$ cat src/rtl/cluster_lpm_pkg.sv
package cluster_lpm_pkg;
  typedef enum logic [2:0] {
    ST_RUN    = 3'd0,
    ST_STBY   = 3'd1,
    ST_SDREQ  = 3'd2,
    ST_OFF    = 3'd3,
    ST_CANCEL = 3'd4,
    ST_EXIT   = 3'd5
  } lpm_state_e;
endpackage

$ cat src/rtl/lpm_stable_filter.sv
module lpm_stable_filter #(
  parameter int W = 4
) (
  input  logic         clk_i,
  input  logic         rst_ni,
  input  logic [W-1:0] d_i,
  output logic [W-1:0] q_o
);
  logic [W-1:0] smp_q;

  for (genvar i = 0; i < W; i++) begin : g_bit
    always_ff @(posedge clk_i or negedge rst_ni) begin
      if (!rst_ni) begin
        smp_q[i] <= 1'b0;
        q_o[i]   <= 1'b0;
      end else begin
        smp_q[i] <= d_i[i];
        if (d_i[i] == smp_q[i]) q_o[i] <= d_i[i];
      end
    end

    // a filtered change needs the same raw value at two edges
    assert_two_sample_R2: assert property (@(posedge clk_i) disable iff (!rst_ni)
      (q_o[i] != $past(q_o[i])) |-> ($past(d_i[i]) == q_o[i] && $past(d_i[i], 2) == q_o[i]));
  end
endmodule

$ cat src/rtl/lpm_vote_reduce.sv
module lpm_vote_reduce #(
  parameter int NCORES = 4
) (
  input  logic [NCORES-1:0] idle_i,
  input  logic [NCORES-1:0] vote_i,
  output logic              all_idle_o,
  output logic              all_pc_o
);
  logic [NCORES-1:0] pc_ok;

  for (genvar c = 0; c < NCORES; c++) begin : g_core
    assign pc_ok[c] = idle_i[c] & vote_i[c];
  end

  assign all_idle_o = &idle_i;
  assign all_pc_o   = &pc_ok;
endmodule

$ cat src/rtl/lpm_seq_fsm.sv
module lpm_seq_fsm
  import cluster_lpm_pkg::*;
(
  input  logic clk_i,
  input  logic rst_ni,
  input  logic all_idle_i,
  input  logic all_pc_i,
  input  logic cache_in_stby_i,
  input  logic rm_ack_i,
  output logic cache_stby_req_o,
  output logic rm_sd_req_o,
  output logic rm_cancel_o,
  output logic cluster_ready_o
);
  lpm_state_e st_q, st_d;

  always_comb begin
    st_d = st_q;
    unique case (st_q)
      ST_RUN:    if (all_idle_i) st_d = ST_STBY;
      ST_STBY: begin
        if (!all_idle_i)                      st_d = ST_EXIT;
        else if (cache_in_stby_i && all_pc_i) st_d = ST_SDREQ;
      end
      ST_SDREQ: begin
        if (rm_ack_i)       st_d = ST_OFF;    // ack wins over a same-edge withdrawal
        else if (!all_pc_i) st_d = ST_CANCEL;
      end
      ST_OFF:    if (!all_pc_i) st_d = ST_EXIT;
      ST_CANCEL: if (rm_ack_i)  st_d = ST_EXIT;
      ST_EXIT:   if (!cache_in_stby_i && !rm_ack_i) st_d = ST_RUN;
      default:   st_d = ST_EXIT;
    endcase
  end

  always_ff @(posedge clk_i or negedge rst_ni) begin
    if (!rst_ni) st_q <= ST_RUN;
    else         st_q <= st_d;
  end

  always_comb begin
    cache_stby_req_o = 1'b0;
    rm_sd_req_o      = 1'b0;
    rm_cancel_o      = 1'b0;
    cluster_ready_o  = 1'b0;
    unique case (st_q)
      ST_RUN:    cluster_ready_o = 1'b1;
      ST_STBY:   cache_stby_req_o = 1'b1;
      ST_SDREQ, ST_OFF: begin
        cache_stby_req_o = 1'b1;
        rm_sd_req_o      = 1'b1;
      end
      ST_CANCEL: begin
        cache_stby_req_o = 1'b1;
        rm_cancel_o      = 1'b1;
      end
      default: ;
    endcase
  end

  assert_stby_unanimous_R3: assert property (@(posedge clk_i) disable iff (!rst_ni)
    $rose(cache_stby_req_o) |-> $past(all_idle_i));

  assert_sd_unanimous_R4: assert property (@(posedge clk_i) disable iff (!rst_ni)
    $rose(rm_sd_req_o) |-> ($past(all_pc_i) && $past(cache_in_stby_i)));

  assert_sd_held_R4: assert property (@(posedge clk_i) disable iff (!rst_ni)
    (rm_sd_req_o && !rm_ack_i && all_pc_i) |=> rm_sd_req_o);

  assert_cancel_held_R5: assert property (@(posedge clk_i) disable iff (!rst_ni)
    (rm_cancel_o && !rm_ack_i) |=> rm_cancel_o);

  assert_ready_after_cache_R7: assert property (@(posedge clk_i) disable iff (!rst_ni)
    $rose(cluster_ready_o) |-> (!$past(cache_in_stby_i) && !$past(rm_ack_i)));
endmodule

$ cat src/rtl/cluster_lpm_coord.sv
module cluster_lpm_coord #(
  parameter int NCORES = 4
) (
  input  logic              clk_i,
  input  logic              rst_ni,
  input  logic [NCORES-1:0] core_idle_i,
  input  logic [NCORES-1:0] core_pc_vote_i,
  input  logic              cache_in_stby_i,
  input  logic              rm_ack_i,
  output logic              cache_stby_req_o,
  output logic              rm_sd_req_o,
  output logic              rm_cancel_o,
  output logic              cluster_ready_o
);
  localparam int FW = 2 * NCORES;

  logic [FW-1:0]     flt_q;
  logic [NCORES-1:0] idle_f, vote_f;
  logic              all_idle, all_pc;

  lpm_stable_filter #(.W(FW)) u_flt (
    .clk_i (clk_i),
    .rst_ni(rst_ni),
    .d_i   ({core_pc_vote_i, core_idle_i}),
    .q_o   (flt_q)
  );

  assign idle_f = flt_q[NCORES-1:0];
  assign vote_f = flt_q[FW-1:NCORES];

  lpm_vote_reduce #(.NCORES(NCORES)) u_red (
    .idle_i    (idle_f),
    .vote_i    (vote_f),
    .all_idle_o(all_idle),
    .all_pc_o  (all_pc)
  );

  lpm_seq_fsm u_fsm (
    .clk_i           (clk_i),
    .rst_ni          (rst_ni),
    .all_idle_i      (all_idle),
    .all_pc_i        (all_pc),
    .cache_in_stby_i (cache_in_stby_i),
    .rm_ack_i        (rm_ack_i),
    .cache_stby_req_o(cache_stby_req_o),
    .rm_sd_req_o     (rm_sd_req_o),
    .rm_cancel_o     (rm_cancel_o),
    .cluster_ready_o (cluster_ready_o)
  );

  assert_req_cancel_excl_R5: assert property (@(posedge clk_i) disable iff (!rst_ni)
    !(rm_sd_req_o && rm_cancel_o));
endmodule

$ cat config.mk
export PLATFORM = sky130hd
export DESIGN_NAME = cluster_lpm_coord
export DESIGN_NICKNAME = d
export VERILOG_FILES = /design/src/rtl/cluster_lpm_pkg.sv /design/src/rtl/lpm_stable_filter.sv /design/src/rtl/lpm_vote_reduce.sv /design/src/rtl/lpm_seq_fsm.sv /design/src/rtl/cluster_lpm_coord.sv
export SDC_FILE = /design/constraint.sdc
export NUM_CORES = 1
export LEC_CHECK = 0
export ABC_CLOCK_PERIOD_IN_PS = 2300
export BUFFER_PORTS_ARGS = -buffer_cell sky130_fd_sc_hd__buf_2
export CAP_MARGIN = 10
export CORE_ASPECT_RATIO = 1.25
export CORE_MARGIN = 5
export CORE_UTILIZATION = 40
export CTS_CLUSTER_DIAMETER = 40
export DETAILED_ROUTE_END_ITERATION = 8
export PLACE_DENSITY_LB_ADDON = 0.1
export SYNTH_ARGS = -nofsm -noshare
export SYNTH_HDL_FRONTEND = slang
export SYNTH_SLANG_ARGS = --single-unit
$ cat constraint.sdc
create_clock -name clk_i -period 2.3 [get_ports clk_i]
set_clock_uncertainty 0.05 [all_clocks]
set_input_delay 0 -clock clk_i [delete_from_list [all_inputs] [get_ports clk_i]]
set_output_delay 0 -clock clk_i [all_outputs]
set_load 0.02 [all_outputs]
==> run_results.csv, run 1 <==
group,metric,value,unit
timing,report.final.slew_viol_count,0,
clock_network,clk_latency,290,ps
global_route,grt_use_total,11.4,%
clock_network,ctsRootBufferMaster,"clkbuf_4",
run_status,status,"complete, no violations",
clock_network,cts_tree,"built",
min_path,worstHoldPathType,"primary input to asynchronous set/reset pin",
routing,avgRoutedWirePerCell,12.6,microns
clock_network,post-cts-setup-buffers,0,
yosys,syn_inst,59,
routing,drtPass1Iterations,4,
final_layout,drive_gt1_share,28.2,%
routing,wl,1320,microns
yosys,synth_xor_area_share,0,%
final_layout,postLayoutCellArea,990,sq um
timing,finalWorstPathRequiredPeriod,1690,ps
yosys,synth.net_count,71,
die,die-width,49.8,microns
global_route,grt_remaining_overflow,0,
pwr,leakage,0.440,nW
die,core_area,0.00194,sq mm
final_layout,area_growth,25.2,%
place,place.gp.congestion,0.806,
yosys,synth_top_family_by_area,"compound AO/OA/AOI/OAI gates",
die,core.rowCount,18,
timing,rsz0062_at_grt,"false",
setup_path,arrival,1820,ps
die,start_util,40.8,%
timing,fin_crit_sh,73.6,%
timing,worst_pin_slew,407,ps
yosys,synth_cell_types,23,
yosys,ys_warn_count,0,
run,cap_violations,0,
clock_network,cts.sinks,19,
setup_path,cp_max_fo,12,
final_layout,final_core_util,51.1,%
setup_path,crit_type,"register to register",
yosys,synth_fa_ha_area_share,10.1,%
place,placed_cell_area,872,sq um
routing,vias,522,
routing,drc_errors,0,
global_route,grt_pass1_wl,2560,microns
yosys,synth.avg_cell_area,13.4,sq um
routing,ant_nets,0,
setup_path,r2r_end,"u_fsm.st_q[0]$_DFFE_PN0P_",
setup_path,rr_startpoint,"u_fsm.st_q[0]$_DFFE_PN0P_",
timing,setup-tns-final,0,ps
final_layout,diodes,0,
setup_path,start_kind,"register",
yosys,syn_area,791,sq um
clock_network,htreeDepth,1,
clock_network,clkTransAtPathRegs,110,ps
clock_network,clockBufferDepth,2,
timing,max-slew-margin-rel,72.9,%
timing,fmax,591,MHz
routing,dr.first_iter.drc_count,8,
die,io_pins,16,
timing,hold_viol,0,
pwr,powerDensity,870,mW/mm^2
yosys,ys_ff_latch,19,
yosys,synth_compound_area_share,12.2,%
yosys,synth.mux.area_fraction,2.85,%
setup_path,r2r_cells,4,
routing,via_per_inst,4.97,
global_route,grt_max_degree,20,
die,die_h,59.7,microns
final_layout,nets,98,
setup_path,cp_data_required_time,2430,ps
yosys,synthSimpleGateAreaFrac,10.9,%
setup_path,worst-r2r-setup-slack,610,ps
timing,setup_viol,0,
yosys,yosysSeqAreaShare,60.1,%
place,post-dp-hpwl,966,microns
place,port_buffers,15,
global_route,antenna_found_initial,0,
setup_path,endpoint_kind,"register",
die,die_area,0.00297,sq mm
global_route,grt_pass1_vias,610,
pwr,peakVddDrop,0.446,mV
clock_network,numCtsBuffers,3,
-- timing repair --
item	in CTS	in global routing
hold endpoints to repair	35	0
hold buffers	9	0
resized for setup	0	0
endpoints found under the setup margin	0	0
-- sequential cells by signal, indices dropped and copies added, names as in the netlist --
name,cells
u_flt.q_o,8
u_fsm.st_q,3
u_flt.smp_q,8
-- worst max-delay path by stage --
stage / startpoint / endpoint
3_3_place_gp: u_fsm.st_q[0]$_DFFE_PN0P_ / u_fsm.st_q[0]$_DFFE_PN0P_
6_report: u_fsm.st_q[0]$_DFFE_PN0P_ / u_fsm.st_q[0]$_DFFE_PN0P_
3_5_place_dp: u_fsm.st_q[0]$_DFFE_PN0P_ / u_fsm.st_q[0]$_DFFE_PN0P_
4_1_cts: u_fsm.st_q[0]$_DFFE_PN0P_ / u_fsm.st_q[0]$_DFFE_PN0P_
2_1_floorplan: u_fsm.st_q[1]$_DFFE_PN0P_ / u_fsm.st_q[0]$_DFFE_PN0P_
5_1_grt: u_fsm.st_q[1]$_DFFE_PN0P_ / u_fsm.st_q[2]$_DFFE_PN0P_
-- placed cells by master, fill, tap and decap left out, drive strengths merged --
cell	Yosys	routed
nand2b	1	1
dlygate4sd3	0	9
a22oi	1	1
buf	2	15
maj3	8	8
a21oi	2	2
nor2b	1	1
o21ai	2	2
a211oi	1	1
mux2	2	2
and4	2	2
a221oi	1	1
nor3	2	2
nor2	4	4
o2111a	1	1
o22ai	1	1
dfrtp	19	19
clkbuf	0	3
nand2	2	2
inv	3	3
a31o	1	1
a2111oi	1	1
nand4	1	1
and2b	1	1
clkinv	0	1
-- layer usage --
metal / part of all wire (%) / global-route usage (%) / vias up
li1: - / - / 264
met1: 48 / 13.6 / 246
met2: 45 / 17.5 / 10
met3: 5.7 / 2.99 / 2
met4: 1.1 / 8.61 / 0
met5: 0 / 0 / -
-- power breakdown --
group / internal [mW] / total (mW) / switching (mW) / leakage [nW]
Combinational: 0.127 / 0.267 / 0.139 / 0.199
Sequential: 0.374 / 0.433 / 0.0597 / 0.223
Clock: 0.0646 / 0.161 / 0.0965 / 0.0177
Total: 0.565 / 0.861 / 0.296 / 0.440
-- area by class of cell --
cell class / instances / area [sq um]
clock inverters: 1 / 5.00
fillers: 176 / 947
well taps: 20 / 25.0
clock buffers: 3 / 22.5
flip-flops and latches: 19 / 475
multi-input cells: 35 / 285
inverters: 3 / 11.3
repair buffers: 24 / 165
-- Yosys cell counts --
master,number,area share (%)
a2111oi_2,1,1.9
a211oi_2,1,1.6
a21oi_1,2,1.3
a221oi_2,1,1.9
a22oi_1,1,0.95
a31o_1,1,1.1
and2b_1,1,0.95
and4_1,2,2.2
buf_4,1,0.95
buf_6,1,1.4
dfrtp_1,19,60
inv_1,3,1.4
maj3_1,8,10
mux2_1,2,2.8
nand2_1,2,0.95
nand2b_4,1,1.7
nand4_1,1,0.79
nor2_1,4,1.9
nor2b_2,1,1.1
nor3_1,2,1.3
o2111a_1,1,1.4
o21ai_0,2,1.3
o22ai_1,1,0.79
-- stage by stage --
stage          hold WS (ps)  instances  power, mW  worst slack, ps
2_1_floorplan          -346         59      0.632              681
3_3_place_gp          -93.7         92      0.697              623
3_5_place_dp          -95.2         92      0.699              624
4_1_cts                 108        105      0.875              608
5_1_grt                 144        105      0.933              509
6_report                111        105      0.861              607
-- worst max-delay path: stages, from the launching register on --
cell,delay [ps]
dfrtp_1,580
and2b_1,260
a221oi_2,240
a211oi_2,130
mux2_1,320
-- cells by family (layout without fill, tap and decap cells) --
logic type | count (synthesis) | count (layout)
AOI/OAI and AO/OA | 11 | 11
adders and majority gates | 8 | 8
buffers and inverters | 5 | 31
DFF | 19 | 19
muxes | 2 | 2
and+or+nand+nor | 14 | 14
No activity file was read; power rests on OpenSTA's default activity.
==> run 2: changes to the inputs <==
- ABC_AREA: unset -> 1
- ABC_CLOCK_PERIOD_IN_PS: 2300 -> 1400
- clock period: 2.3 -> 1.4 ns (I/O delays scaled with it)
==> run 2 against run 1 <==
  * Final area is 5.4% higher
  * Non-clock buffer count is 3 higher
  * Via count grew 18%
  * Maximum frequency increased by 31%
  * Critical path type unchanged
  * Largest power group unchanged
  * Highest routed layer unchanged
==> run_results.csv, run 2 <==
group,metric,value,unit
run_status,status,"complete, no violations",
yosys,synth_most_common_cell,"dfrtp_1",
yosys,ys.flop_type,"dfrtp_1",
final_layout,area_growth,31.8,%
yosys,synthSimpleGateAreaFrac,21.5,%
final_layout,final_cell_mix,"dfrtp_1, nand2_1, buf_2",
yosys,yosysTopAreaCell,"dfrtp_1",
die,die-width,49.8,microns
yosys,netlist_top_cells_area,"dfrtp_1, maj3_1, nand2_1",
die,core_area,0.00194,sq mm
yosys,synthArstFlopShare,100,%
clock_network,cts.sinks,19,
yosys,ys_ff_latch,19,
final_layout,mostFrequentLayoutCell,"dfrtp_1",
yosys,synth.avg_cell_area,10.0,sq um
timing,hold_viol,0,
setup_path,endpoint_kind,"register",
final_layout,nets,123,
setup_path,arrival,1420,ps
die,die_h,59.8,microns
yosys,synth_cell_types,15,
die,core.rowCount,18,
pwr,peakVddDrop,0.906,mV
place,post-dp-hpwl,1040,microns
yosys,yosysTopAreaCellShare,60.0,%
yosys,synth.mux.area_fraction,0,%
final_layout,final_cells,130,
routing,drtPass1Iterations,4,
routing,avgRoutedWirePerCell,11.2,microns
timing,worst_pin_slew,416,ps
timing,fin_hold_ws,107,ps
yosys,synth_edf_count,0,
place,place.gp.congestion,0.838,
yosys,synth_compound_area_share,4.11,%
timing,finalWorstPathRequiredPeriod,1290,ps
place,place_inst,114,
global_route,antenna_found_initial,0,
routing,drc_errors,0,
routing,vias,615,
final_layout,num-fill-cells,177,
run,cap_violations,0,
global_route,grt_max_degree,20,
die,start_util,40.9,%
timing,rsz0062_at_grt,"false",
die,die_area,0.00298,sq mm
yosys,syn_area,792,sq um
global_route,grt_pass1_vias,599,
clock_network,clockBufferDepth,2,
global_route,grt_use_total,10.5,%
clock_network,clk_latency,280,ps
min_path,worstHoldPathType,"primary input to register",
final_layout,drive_gt1_share,26.4,%
clock_network,ctsRootBufferMaster,"clkbuf_4",
timing,setup-tns-final,0,ps
setup_path,start_kind,"register",
timing,setup_viol,0,
pwr,powerDensity,1520,mW/mm^2
routing,via_per_inst,4.73,
final_layout,biggestRegsByFlops,"u_flt.q_o: 8 flops, u_flt.smp_q: 8 flops, u_fsm.st_q: 3 flops",
yosys,synth_fa_ha_area_share,10.1,%
yosys,syn_inst,79,
yosys,synth_top_family_by_area,"simple AND/OR/NAND/NOR gates",
final_layout,diodes,0,
die,io_pins,16,
global_route,grt_pass1_wl,2460,microns
yosys,yosysSeqAreaShare,60.0,%
pwr,power,1.59,mW
clock_network,clkTransAtPathRegs,100,ps
timing,report.final.slew_viol_count,0,
timing,fin_crit_sh,92.0,%
place,port_buffers,15,
timing,max-slew-margin-rel,72.3,%
clock_network,cts_tree,"built",
setup_path,crit_type,"register to register",
yosys,ys_warn_count,0,
yosys,synth.net_count,91,
timing,finalWorstSetupSlack,111,ps
global_route,grt_remaining_overflow,0,
timing,fmax,776,MHz
setup_path,cp_data_required_time,1530,ps
routing,wl,1450,microns
setup_path,cp_max_fo,5,
clock_network,numCtsBuffers,3,
place,place_ws,147,ps
pwr,leakage,0.526,nW
yosys,synthTopCellsByCount,"dfrtp_1, nand2_1, maj3_1, inv_1, nor2_1",
routing,ant_nets,0,
yosys,synth_xor_area_share,0,%
routing,dr.first_iter.drc_count,19,
clock_network,htreeDepth,1,
==> run 2: cell types whose count changed after synthesis, sizes merged, moves of 5 or more <==
cell / change
nand2: +18
inv: +6
nor2: +5
nand3: +7
==> run 2: critical path, cell delays in order (launching register included) <==
cell and delay, ps:
dfrtp_1 450, inv_2 90, nor2_1 190, nand3_1 120
nand3_2 120, nor2_2 60, nand2_1 50, nand2_1 50
==> run 2: power breakdown <==
part / internal (mW) / total (mW) / switching [mW]
combinational: 0.277 / 0.661 / 0.383
sequential: 0.618 / 0.671 / 0.0531
clock: 0.110 / 0.259 / 0.149
==> run 2: cells by family after synthesis <==
family / after synthesis
AND/OR/NAND/NOR: 38
flip-flops: 19
buffers and inverters: 9
adder cells (fa/ha/maj): 8
AO/OA/AOI/OAI: 5
==> run 2: worst paths after layout <==
| path | from | to | slack, ps | cells past startpoint |
|---|---|---|---|---|
| worst min register to register | u_flt.smp_q[3]$_DFF_PN0_ | u_flt.q_o[3]$_DFFE_PN0N_ | 460 | 1 |
| min in group asynchronous | rst_ni | u_flt.q_o[7]$_DFFE_PN0N_ | 120 | 2 |
| worst max-delay path | u_fsm.st_q[0]$_DFFE_PN0P_ | u_fsm.st_q[2]$_DFFE_PN0P_ | 110 | 7 |
| max in group asynchronous | rst_ni | u_flt.smp_q[7]$_DFF_PN0_ | 890 | 2 |
| worst min-delay path | cache_in_stby_i | u_fsm.st_q[2]$_DFFE_PN0P_ | 110 | 6 |
| worst max register to register | u_fsm.st_q[0]$_DFFE_PN0P_ | u_fsm.st_q[2]$_DFFE_PN0P_ | 110 | 7 |
==> run 2: layer usage <==
| layer | global-route usage [%] | vias up | wire [microns] |
|---|---|---|---|
| met5 | 0 | - | 0 |
| met4 | 5.62 | 0 | 19 |
| met3 | 1.75 | 2 | 86 |
| met2 | 16.5 | 22 | 733 |
| met1 | 13.9 | 275 | 611 |
| li1 | - | 316 | - |
==> run 2: cell type report <==
cell class	count	area [sq um]	share of cell area, %
clock buffer	4	26.3	2.52
sequential	19	475	45.6
inverter	9	33.8	3.24
timing repair buffer	27	193	18.5
tap	20	25.0	2.40
multi-input combinational	51	290	27.8
==> run 2: repair_timing <==
action                                 4_1_cts  5_1_grt
gates resized for setup                      0        3
hold buffers                                10        0
endpoints found under the hold margin       36        0
setup endpoints to repair                    0        3
setup buffers                                0        3
==> run 2: per-stage QoR <==
stage / utilization [%] / cell area, sq um
3_5_place_dp: 46.1 / 892
4_1_cts: 52.6 / 1020
6_report: 53.9 / 1040
3_3_place_gp: 46.1 / 892
2_1_floorplan: - / 792
5_1_grt: 53.9 / 1040
==> run 3: changes to the inputs <==
- ABC_CLOCK_PERIOD_IN_PS: 1400 -> unset
- clock period: 1.4 -> 1.1 ns (I/O delays scaled with it)
==> run 3 against run 2 <==
  * The flow now finishes with violations (setup timing)
  * Combinational power increased by 110%
  * Final area is 23% higher
  * Non-clock buffer count rose by 20
  * Worst hold slack worse by 50 ps
  * Global-route usage is 4.0 points higher
  * First-iteration DRC count fell by 89%
  * Register-to-register slack got worse by 350 ps
  * Critical path type is now register to primary output
  * Largest cell class unchanged
==> run_results.csv, run 3 (synthesis gave the netlist of run 2 again) <==
group,metric,value,unit
global_route,grt_use_total,14.6,%
clock_network,cts.sinks,19,
timing,report.final.slew_viol_count,0,
timing,worst_pin_slew,400,ps
setup_path,arrival,1330,ps
final_layout,diodes,0,
setup_path,start_kind,"register",
final_layout,multi_input_area,332,sq um
timing,setup_viol,7,
clock_network,ctsRootBufferMaster,"clkbuf_4",
timing,hold_viol,0,
final_layout,regArea,477,sq um
final_layout,mostFrequentLayoutCell,"dfrtp_1",
routing,dr.first_iter.drc_count,2,
run_status,violations,"setup timing",
clock_network,clockBufferDepth,2,
pwr,powerDensity,2010,mW/mm^2
run_status,status,"finished with violations",
global_route,grt_max_degree,20,
final_layout,biggestRegsByFlops,"u_flt.q_o: 8 flops, u_flt.smp_q: 8 flops, u_fsm.st_q: 3 flops",
routing,ant_nets,0,
timing,finalWorstPathRequiredPeriod,1380,ps
routing,vias,710,
final_layout,postLayoutCellArea,0.00128,sq mm
setup_path,critPathMaxStageDelay,460,ps
setup_path,crit_type,"register to primary output",
clock_network,clkTransAtPathRegs,100,ps
global_route,antenna_found_initial,0,
routing,wl,1770,microns
final_layout,final_core_util,66.0,%
final_layout,final_cell_mix,"dfrtp_1, nand2_1, buf_4",
setup_path,path_cells,"inv_2, nand3_2, buf_6, buf_6, nand2_2, buf_6",
setup_path,crit_top_cell,"buf_6",
final_layout,area_growth,61.5,%
global_route,grt_remaining_overflow,0,
global_route,grt_pass1_wl,3300,microns
place,place_ws,-158,ps
clock_network,numCtsBuffers,3,
final_layout,drive_gt1_share,44.6,%
place,placed_cell_area,0.00101,sq mm
setup_path,r2r_cells,9,
pwr,peakVddDrop,1.24,mV
die,die_area,0.00298,sq mm
die,core.rowCount,18,
routing,drtPass1Iterations,3,
setup_path,cp_max_fo,4,
timing,rsz0062_at_grt,"true",
timing,fmax,727,MHz
routing,avgRoutedWirePerCell,11.8,microns
run,cap_violations,0,
global_route,grt_pass1_vias,821,
die,die-width,49.8,microns
final_layout,nets,143,
place,port_buffers,15,
place,place.gp.congestion,0.813,
timing,finalWorstSetupSlack,-276,ps
min_path,worstHoldPathType,"primary input to register",
die,die_h,59.8,microns
pwr,power,2.57,mW
routing,via_per_inst,4.73,
min_path,hold_depth,5,
die,io_pins,16,
clock_network,htreeDepth,1,
setup_path,endpoint_kind,"primary output",
timing,max-slew-margin-rel,73.3,%
setup_path,cp_data_required_time,1050,ps
die,start_util,40.9,%
timing,fin_crit_sh,125,%
die,core_area,0.00194,sq mm
clock_network,cts_tree,"built",
setup_path,slowest_stage,"dfrtp_2",
clock_network,clk_latency,290,ps
pwr,leakage,0.640,nW
place,post-dp-hpwl,1200,microns
routing,drc_errors,0,
final_layout,num-fill-cells,174,
-- run 3: power breakdown --
| part | switching [mW] | total (mW) | internal, mW |
|---|---|---|---|
| Combinational | 0.651 | 1.38 | 0.733 |
| Sequential | 0.0670 | 0.853 | 0.786 |
| Clock | 0.196 | 0.337 | 0.141 |
| Total | 0.914 | 2.57 | 1.66 |
-- run 3: timing repair --
item | CTS | global route
pin swaps | 9 | 2
endpoints found under the setup margin | 7 | 7
endpoints found under the hold margin | 36 | 0
hold buffers | 10 | 0
gates resized for setup | 25 | 2
setup buffers | 7 | 2
-- run 3: final timing paths --
kind / endpoint / from / slack [ps]
hold reg to reg: u_flt.q_o[5]$_DFFE_PN0N_ / u_flt.smp_q[5]$_DFF_PN0_ / 460
max in group asynchronous: u_fsm.st_q[1]$_DFFE_PN0P_ / rst_ni / 590
setup reg to reg: u_fsm.st_q[0]$_DFFE_PN0P_ / u_fsm.st_q[2]$_DFFE_PN0P_ / -240
min in group asynchronous: u_flt.smp_q[2]$_DFF_PN0_ / rst_ni / 110
setup / recovery: cache_stby_req_o / u_fsm.st_q[1]$_DFFE_PN0P_ / -280
hold / removal: u_fsm.st_q[1]$_DFFE_PN0P_ / rm_ack_i / 60
-- run 3: metal layers --
| layer | GRT usage (%) | vias to the layer above | share of wire (%) |
|---|---|---|---|
| met4 | 10.5 | 0 | 2.5 |
| met2 | 26.2 | 15 | 56 |
| met3 | 2.00 | 4 | 3.3 |
| li1 | - | 358 | - |
| met1 | 15.4 | 333 | 38 |
| met5 | 0 | - | 0 |
-- run 3: critical path, delay by kind of cell, from the launching register on --
kind / cells / cell delay, ps
buffers and inverters: 4 / 420
DFF: 1 / 460
and+or+nand+nor: 2 / 150
-- run 3: cell type report --
class,count,share of cell area (%)
well taps,20,1.96
repair buffers,47,30.1
clock buffers,4,2.05
multi-input cells,51,25.9
flip-flops and latches,19,37.3
inverters,9,2.64
-- run 3: per-stage QoR --
step	hold WS (ps)	cells	TNS, ps
final	56.6	150	-1570
after global routing	96.0	150	-2180
after CTS	25.4	148	-1490
after detailed placement	-98.1	128	-474
after global placement	-99.9	128	-398
after floorplan	-346	79	-243
